### config.mk
export PLATFORM = sky130hd
export DESIGN_NAME = aging_sched
export DESIGN_NICKNAME = d
export VERILOG_FILES = /design/src/rtl/aging_pkg.sv /design/src/rtl/aging_phase_timer.sv /design/src/rtl/aging_slot_gen.sv /design/src/rtl/aging_meas_pacer.sv /design/src/rtl/aging_sched.sv
export SDC_FILE = /design/constraint.sdc
export NUM_CORES = 1
export LEC_CHECK = 0
export ABC_AREA = 1
export ABC_CLOCK_PERIOD_IN_PS = 5300
export BUFFER_PORTS_ARGS = -buffer_cell sky130_fd_sc_hd__buf_2
export CAP_MARGIN = 20
export CORE_MARGIN = 10
export CORE_UTILIZATION = 48
export DETAILED_ROUTE_END_ITERATION = 10
export HOLD_SLACK_MARGIN = 0.05
export PLACE_DENSITY_LB_ADDON = 0.12
export SETUP_SLACK_MARGIN = 0.1
export SYNTH_ARGS = -nofsm -noshare
export SYNTH_HDL_FRONTEND = slang
export SYNTH_SLANG_ARGS = --single-unit
export TNS_END_PERCENT = 1
### constraint.sdc
create_clock -name clk -period 5.3 [get_ports clk]
set_input_delay 0.53 -clock clk [delete_from_list [all_inputs] [get_ports clk]]
set_output_delay 0.53 -clock clk [all_outputs]
set_load 0.01 [all_outputs]
### src/rtl/aging_pkg.sv
package aging_pkg;

  localparam int N_PUF   = 49;
  localparam int SLOT_W  = 6;
  localparam int CHAL_W  = 64;

  // group boundaries: index of first PUF NOT in the group
  localparam int GRP_FULL_END  = 8;
  localparam int GRP_EIGHT_END = 15;
  localparam int GRP_SIXTY_END = 31;

  localparam logic [CHAL_W-1:0] CHAL_LOW_ONES  = 64'h0000_0000_FFFF_FFFF;
  localparam logic [CHAL_W-1:0] CHAL_HIGH_ONES = ~CHAL_LOW_ONES;

  typedef enum logic {PH_STRESS = 1'b0, PH_MEASURE = 1'b1} phase_e;

  // slot is an eighth-rate slot when its low three bits are zero
  function automatic logic is_eighth_slot(input logic [SLOT_W-1:0] slot);
    return slot[2:0] == 3'd0;
  endfunction

  // slot is a sixty-fourth-rate slot when the whole counter is zero
  function automatic logic is_rare_slot(input logic [SLOT_W-1:0] slot);
    return slot == '0;
  endfunction

  function automatic logic [N_PUF-1:0] activity_mask(input logic [SLOT_W-1:0] slot);
    logic [N_PUF-1:0] m;
    for (int i = 0; i < N_PUF; i++) begin
      if (i < GRP_FULL_END)       m[i] = 1'b1;
      else if (i < GRP_EIGHT_END) m[i] = is_eighth_slot(slot);
      else if (i < GRP_SIXTY_END) m[i] = is_rare_slot(slot);
      else                        m[i] = 1'b0;
    end
    return m;
  endfunction

  function automatic logic [CHAL_W-1:0] challenge_sel(input logic second_half);
    return second_half ? CHAL_HIGH_ONES : CHAL_LOW_ONES;
  endfunction

endpackage

### src/rtl/aging_phase_timer.sv
module aging_phase_timer
  import aging_pkg::*;
#(
  parameter int STRESS_LEN = 1380,
  parameter int HALF_LEN   = 690,
  parameter int MEAS_LEN   = 60
) (
  input  logic   clk,
  input  logic   rst,
  input  logic   tick,
  output phase_e phase,
  output logic   second_half,
  output logic   phase_last
);

  localparam int MAX_LEN = (STRESS_LEN > MEAS_LEN) ? STRESS_LEN : MEAS_LEN;
  localparam int CNT_W   = $clog2(MAX_LEN + 1);
  localparam logic [CNT_W-1:0] STRESS_LAST = CNT_W'(STRESS_LEN - 1);
  localparam logic [CNT_W-1:0] MEAS_LAST   = CNT_W'(MEAS_LEN - 1);
  localparam logic [CNT_W-1:0] HALF_MARK   = CNT_W'(HALF_LEN);

  logic [CNT_W-1:0] idx_q;

  always_comb begin
    if (phase == PH_STRESS) phase_last = (idx_q == STRESS_LAST);
    else                    phase_last = (idx_q == MEAS_LAST);
  end

  assign second_half = (phase == PH_STRESS) && (idx_q >= HALF_MARK);

  always_ff @(posedge clk) begin
    if (rst) begin
      phase <= PH_STRESS;
      idx_q <= '0;
    end else if (tick) begin
      if (phase_last) begin
        idx_q <= '0;
        phase <= (phase == PH_STRESS) ? PH_MEASURE : PH_STRESS;
      end else begin
        idx_q <= idx_q + 1'b1;
      end
    end
  end

endmodule

### src/rtl/aging_slot_gen.sv
module aging_slot_gen
  import aging_pkg::*;
(
  input  logic              clk,
  input  logic              rst,
  input  logic              advance,
  output logic [SLOT_W-1:0] slot,
  output logic [N_PUF-1:0]  act
);

  always_ff @(posedge clk) begin
    if (rst)          slot <= '0;
    else if (advance) slot <= slot + 1'b1;
  end

  assign act = advance ? activity_mask(slot) : '0;

endmodule

### src/rtl/aging_meas_pacer.sv
module aging_meas_pacer #(
  parameter int MEAS_PERIOD = 10
) (
  input  logic clk,
  input  logic rst,
  input  logic tick,
  input  logic active,
  output logic req
);

  localparam int PW = (MEAS_PERIOD > 1) ? $clog2(MEAS_PERIOD) : 1;
  localparam logic [PW-1:0] P_LAST = PW'(MEAS_PERIOD - 1);

  logic [PW-1:0] cnt_q;

  always_ff @(posedge clk) begin
    if (rst || !active) cnt_q <= '0;
    else if (tick)      cnt_q <= (cnt_q == P_LAST) ? '0 : cnt_q + 1'b1;
  end

  assign req = active && tick && (cnt_q == '0);

endmodule

### src/rtl/aging_sched.sv
module aging_sched
  import aging_pkg::*;
#(
  parameter int STRESS_LEN  = 1380,
  parameter int HALF_LEN    = 690,
  parameter int MEAS_LEN    = 60,
  parameter int MEAS_PERIOD = 10
) (
  input  logic        clk,
  input  logic        rst,
  input  logic        tick,
  output logic        stress_mode,
  output logic        measure_mode,
  output logic        hi_supply_req,
  output logic        hi_temp_req,
  output logic [63:0] challenge,
  output logic [48:0] puf_act,
  output logic        meas_req
);

  phase_e            phase;
  logic              second_half;
  logic              phase_wrap;
  logic              stress_tick;
  logic [SLOT_W-1:0] slot;

  aging_phase_timer #(
    .STRESS_LEN(STRESS_LEN),
    .HALF_LEN  (HALF_LEN),
    .MEAS_LEN  (MEAS_LEN)
  ) u_timer (
    .clk        (clk),
    .rst        (rst),
    .tick       (tick),
    .phase      (phase),
    .second_half(second_half),
    .phase_last (phase_wrap)
  );

  assign stress_mode  = (phase == PH_STRESS);
  assign measure_mode = (phase == PH_MEASURE);
  assign stress_tick  = tick && stress_mode;

  aging_slot_gen u_slots (
    .clk    (clk),
    .rst    (rst),
    .advance(stress_tick),
    .slot   (slot),
    .act    (puf_act)
  );

  aging_meas_pacer #(
    .MEAS_PERIOD(MEAS_PERIOD)
  ) u_pacer (
    .clk   (clk),
    .rst   (rst),
    .tick  (tick),
    .active(measure_mode),
    .req   (meas_req)
  );

  assign challenge     = challenge_sel(second_half);
  assign hi_supply_req = stress_mode;
  assign hi_temp_req   = stress_mode;

endmodule

==> impl_metrics.json <==
{
  "num_rows": 23,
  "postRouteAntennaNets": 0,
  "fmax_mhz": 325,
  "p_total_uw": 358,
  "fin_crit_sh_pct": 58.1,
  "synthesis.instances": 291,
  "first_pass_iters": 4,
  "nFillCells": 429,
  "start_util_pct": 50.5,
  "hp-class": "in2reg",
  "clk_path_buf_depth": 2,
  "fin_nets": 308,
  "cp_data_arrival_time_ps": 2550,
  "clkLatencyLatePin_ps": 270,
  "grt_pass1_wl_um": 6890,
  "p_seq_share_pct": 47.8,
  "setup_violations": 0,
  "ios": 121,
  "fp.dieW_um": 85.6,
  "port_buffers": 102,
  "synth_warnings": 0,
  "fin_area_um2": 1900,
  "regArea_um2": 440,
  "maxCapViolCount": 0,
  "fin_crit_ps": 3080,
  "rsz0062_at_grt": "no",
  "post_dp_cell_area_um2": 1850,
  "end_kind": "output pin",
  "grt_start_max_net_pins": 34,
  "ys.flop_type": "dfxtp_1",
  "worstSetupStartpointType": "register",
  "p_switching_uw": 102,
  "drtIter0Drc": 50,
  "synthTopCellsByArea": "buf_4, dfxtp_1, nand2_1, nor2_1, inv_1",
  "status": "finished, final reports clean",
  "cts-root-buf": "clkbuf_8",
  "ys_async_sr_fraction_pct": 0,
  "diodes": 0,
  "die_area_um2": 7320,
  "irDropWorstVdd_uv": 167,
  "vias": 1477,
  "routedWlPerCell_um": 12.3,
  "ys_seq_area_share_pct": 21.3,
  "hpwl_um": 3600,
  "cts_resized": 0,
  "grt_pass1_vias": 1398,
  "multiInputGateArea_um2": 722,
  "synth-edff-count": 0,
  "synth.top_cell.area_share_pct": 41.5,
  "worst_ep_required_time_ps": 4770,
  "critPathKind": "reg2out",
  "ys_types": 30,
  "grt_use_total_pct": 10.9,
  "layout-drive-gt1-share_pct": 40.0,
  "yosysTopAreaCell": "buf_4",
  "antenna_found_initial": 0,
  "critPathMaxFanout": 33,
  "synth_area_per_cell_um2": 7.09,
  "power.leakage_nw": 1.02,
  "netlist_top_cells_count": "buf_4, nand2_1, nor2_1",
  "post-cts-setup-buffer-count": 0,
  "core_area_um2": 4090,
  "cts.sinks": 22,
  "cts_hold_buf": 0,
  "cts.clk_slew.worst_paths_ps": 80,
  "cellPowerDensity_nw_per_um2": 188,
  "vias_per_cell": 4.22,
  "p_clk_share_pct": 34.1,
  "cts_tree": "yes",
  "overflow": 0,
  "synth_most_common_cell": "buf_4",
  "p_comb_share_pct": 18.0,
  "cts-htree-levels": 1,
  "power.share.switching_pct": 28.4,
  "areaGrowthSynthToFinish_pct": -7.82,
  "p_int_uw": 256,
  "skew_ps": 6.32,
  "place.gp.congestion": 0.800,
  "cts_buffers": 3,
  "synth-seq-cells": 22,
  "tightestPinTransition_ps": 663,
  "die_h_um": 85.6,
  "drv_slew": 0,
  "routed_wirelength_um": 4310,
  "syn_area_um2": 2060,
  "drc": 0,
  "tns_ps": 0,
  "hold_viol": 0,
  "relSlewSlack_pct": 55.7
}
[state kept, by name, summed over array words and instances, names as in the netlist]
signal,flops
u_timer.idx_q,11
u_timer.phase,1
u_pacer.cnt_q,4
u_slots.slot,6
[worst max-delay path, stage by stage, from the launching register on]
cell and delay [ps]:
dfxtp_1 380, inv_1 70, ha_1 190, nor2_1 80, nand2_1 60, nand3_1 60
nand3_1 80, nand2_1 70, nand2_1 50, nand2_1 490, inv_1 470, buf_2 270
[kinds of logic after synthesis]
group	Yosys count	synth area share [%]
and+or+nand+nor	107	25.0
adders and majority gates	4	2.43
AOI/OAI and AO/OA	13	3.46
buffers and inverters	142	46.8
xor gates and xnor gates	2	0.849
DFF	22	21.3
other	1	0.182
[power groups by stage]
stage	combinational, mW	clock, mW	sequential [mW]
floorplan	0.0762	0	0.175
global placement	0.0653	0	0.175
detailed placement	0.0652	0	0.175
CTS	0.0653	0.127	0.171
global route	0.0735	0.133	0.172
finish	0.0645	0.122	0.171
[stage by stage]
step	util (%)	hold WS (ps)	setup slack (ps)	cells
3_3_place_gp	45.2	482	2580	346
5_1_grt	46.5	492	1850	350
2_1_floorplan	-	455	2070	308
3_5_place_dp	45.2	482	2500	346
6_report	46.5	480	2220	350
4_1_cts	46.5	483	2150	350
[cell type report]
class                      count  share of cell area (%)
multi-input combinational    144                    38.0
tap                           50                    3.29
timing repair buffer         103                    27.2
inverter                      27                    5.46
sequential                    22                    23.2
clock buffer                   4                    2.89
[cell usage in the layout, fill, tap and decap left out, types with 2 or more instances in the layout]
master | Yosys | routed
buf_2 | 1 | 102
nand2_1 | 42 | 42
nor2_1 | 30 | 30
inv_1 | 23 | 23
dfxtp_1 | 22 | 22
conb_1 | 1 | 18
nand3_1 | 13 | 13
nor3_1 | 4 | 4
nand4_1 | 4 | 4
a21oi_1 | 4 | 4
o21ai_0 | 4 | 4
ha_1 | 4 | 4
clkbuf_8 | 0 | 4
nand2_2 | 2 | 2
nor4_1 | 2 | 2
clkinv_1 | 2 | 2
a211oi_1 | 2 | 2
nand3_2 | 2 | 2
xor2_1 | 2 | 2
nor2_2 | 2 | 2
o21ai_1 | 2 | 2
[final timing paths]
kind | start | to | slack (ps) | depth (start not counted)
worst min register to register | u_pacer.cnt_q[1] | u_pacer.cnt_q[1] | 490 | 2
worst max-delay path | u_timer.idx_q[0] | challenge[53] | 2220 | 11
worst max register to register | u_timer.idx_q[1] | u_timer.idx_q[8] | 3810 | 8
worst min-delay path | rst | u_timer.idx_q[7] | 480 | 2
[per-layer routing]
layer | share of wire (%) | track usage, %
met5 | 0 | 0
met4 | 0.63 | 2.25
met3 | 11 | 5.58
met1 | 38 | 10.3
met2 | 51 | 20.4
No activity file was read; power rests on OpenSTA's default activity.
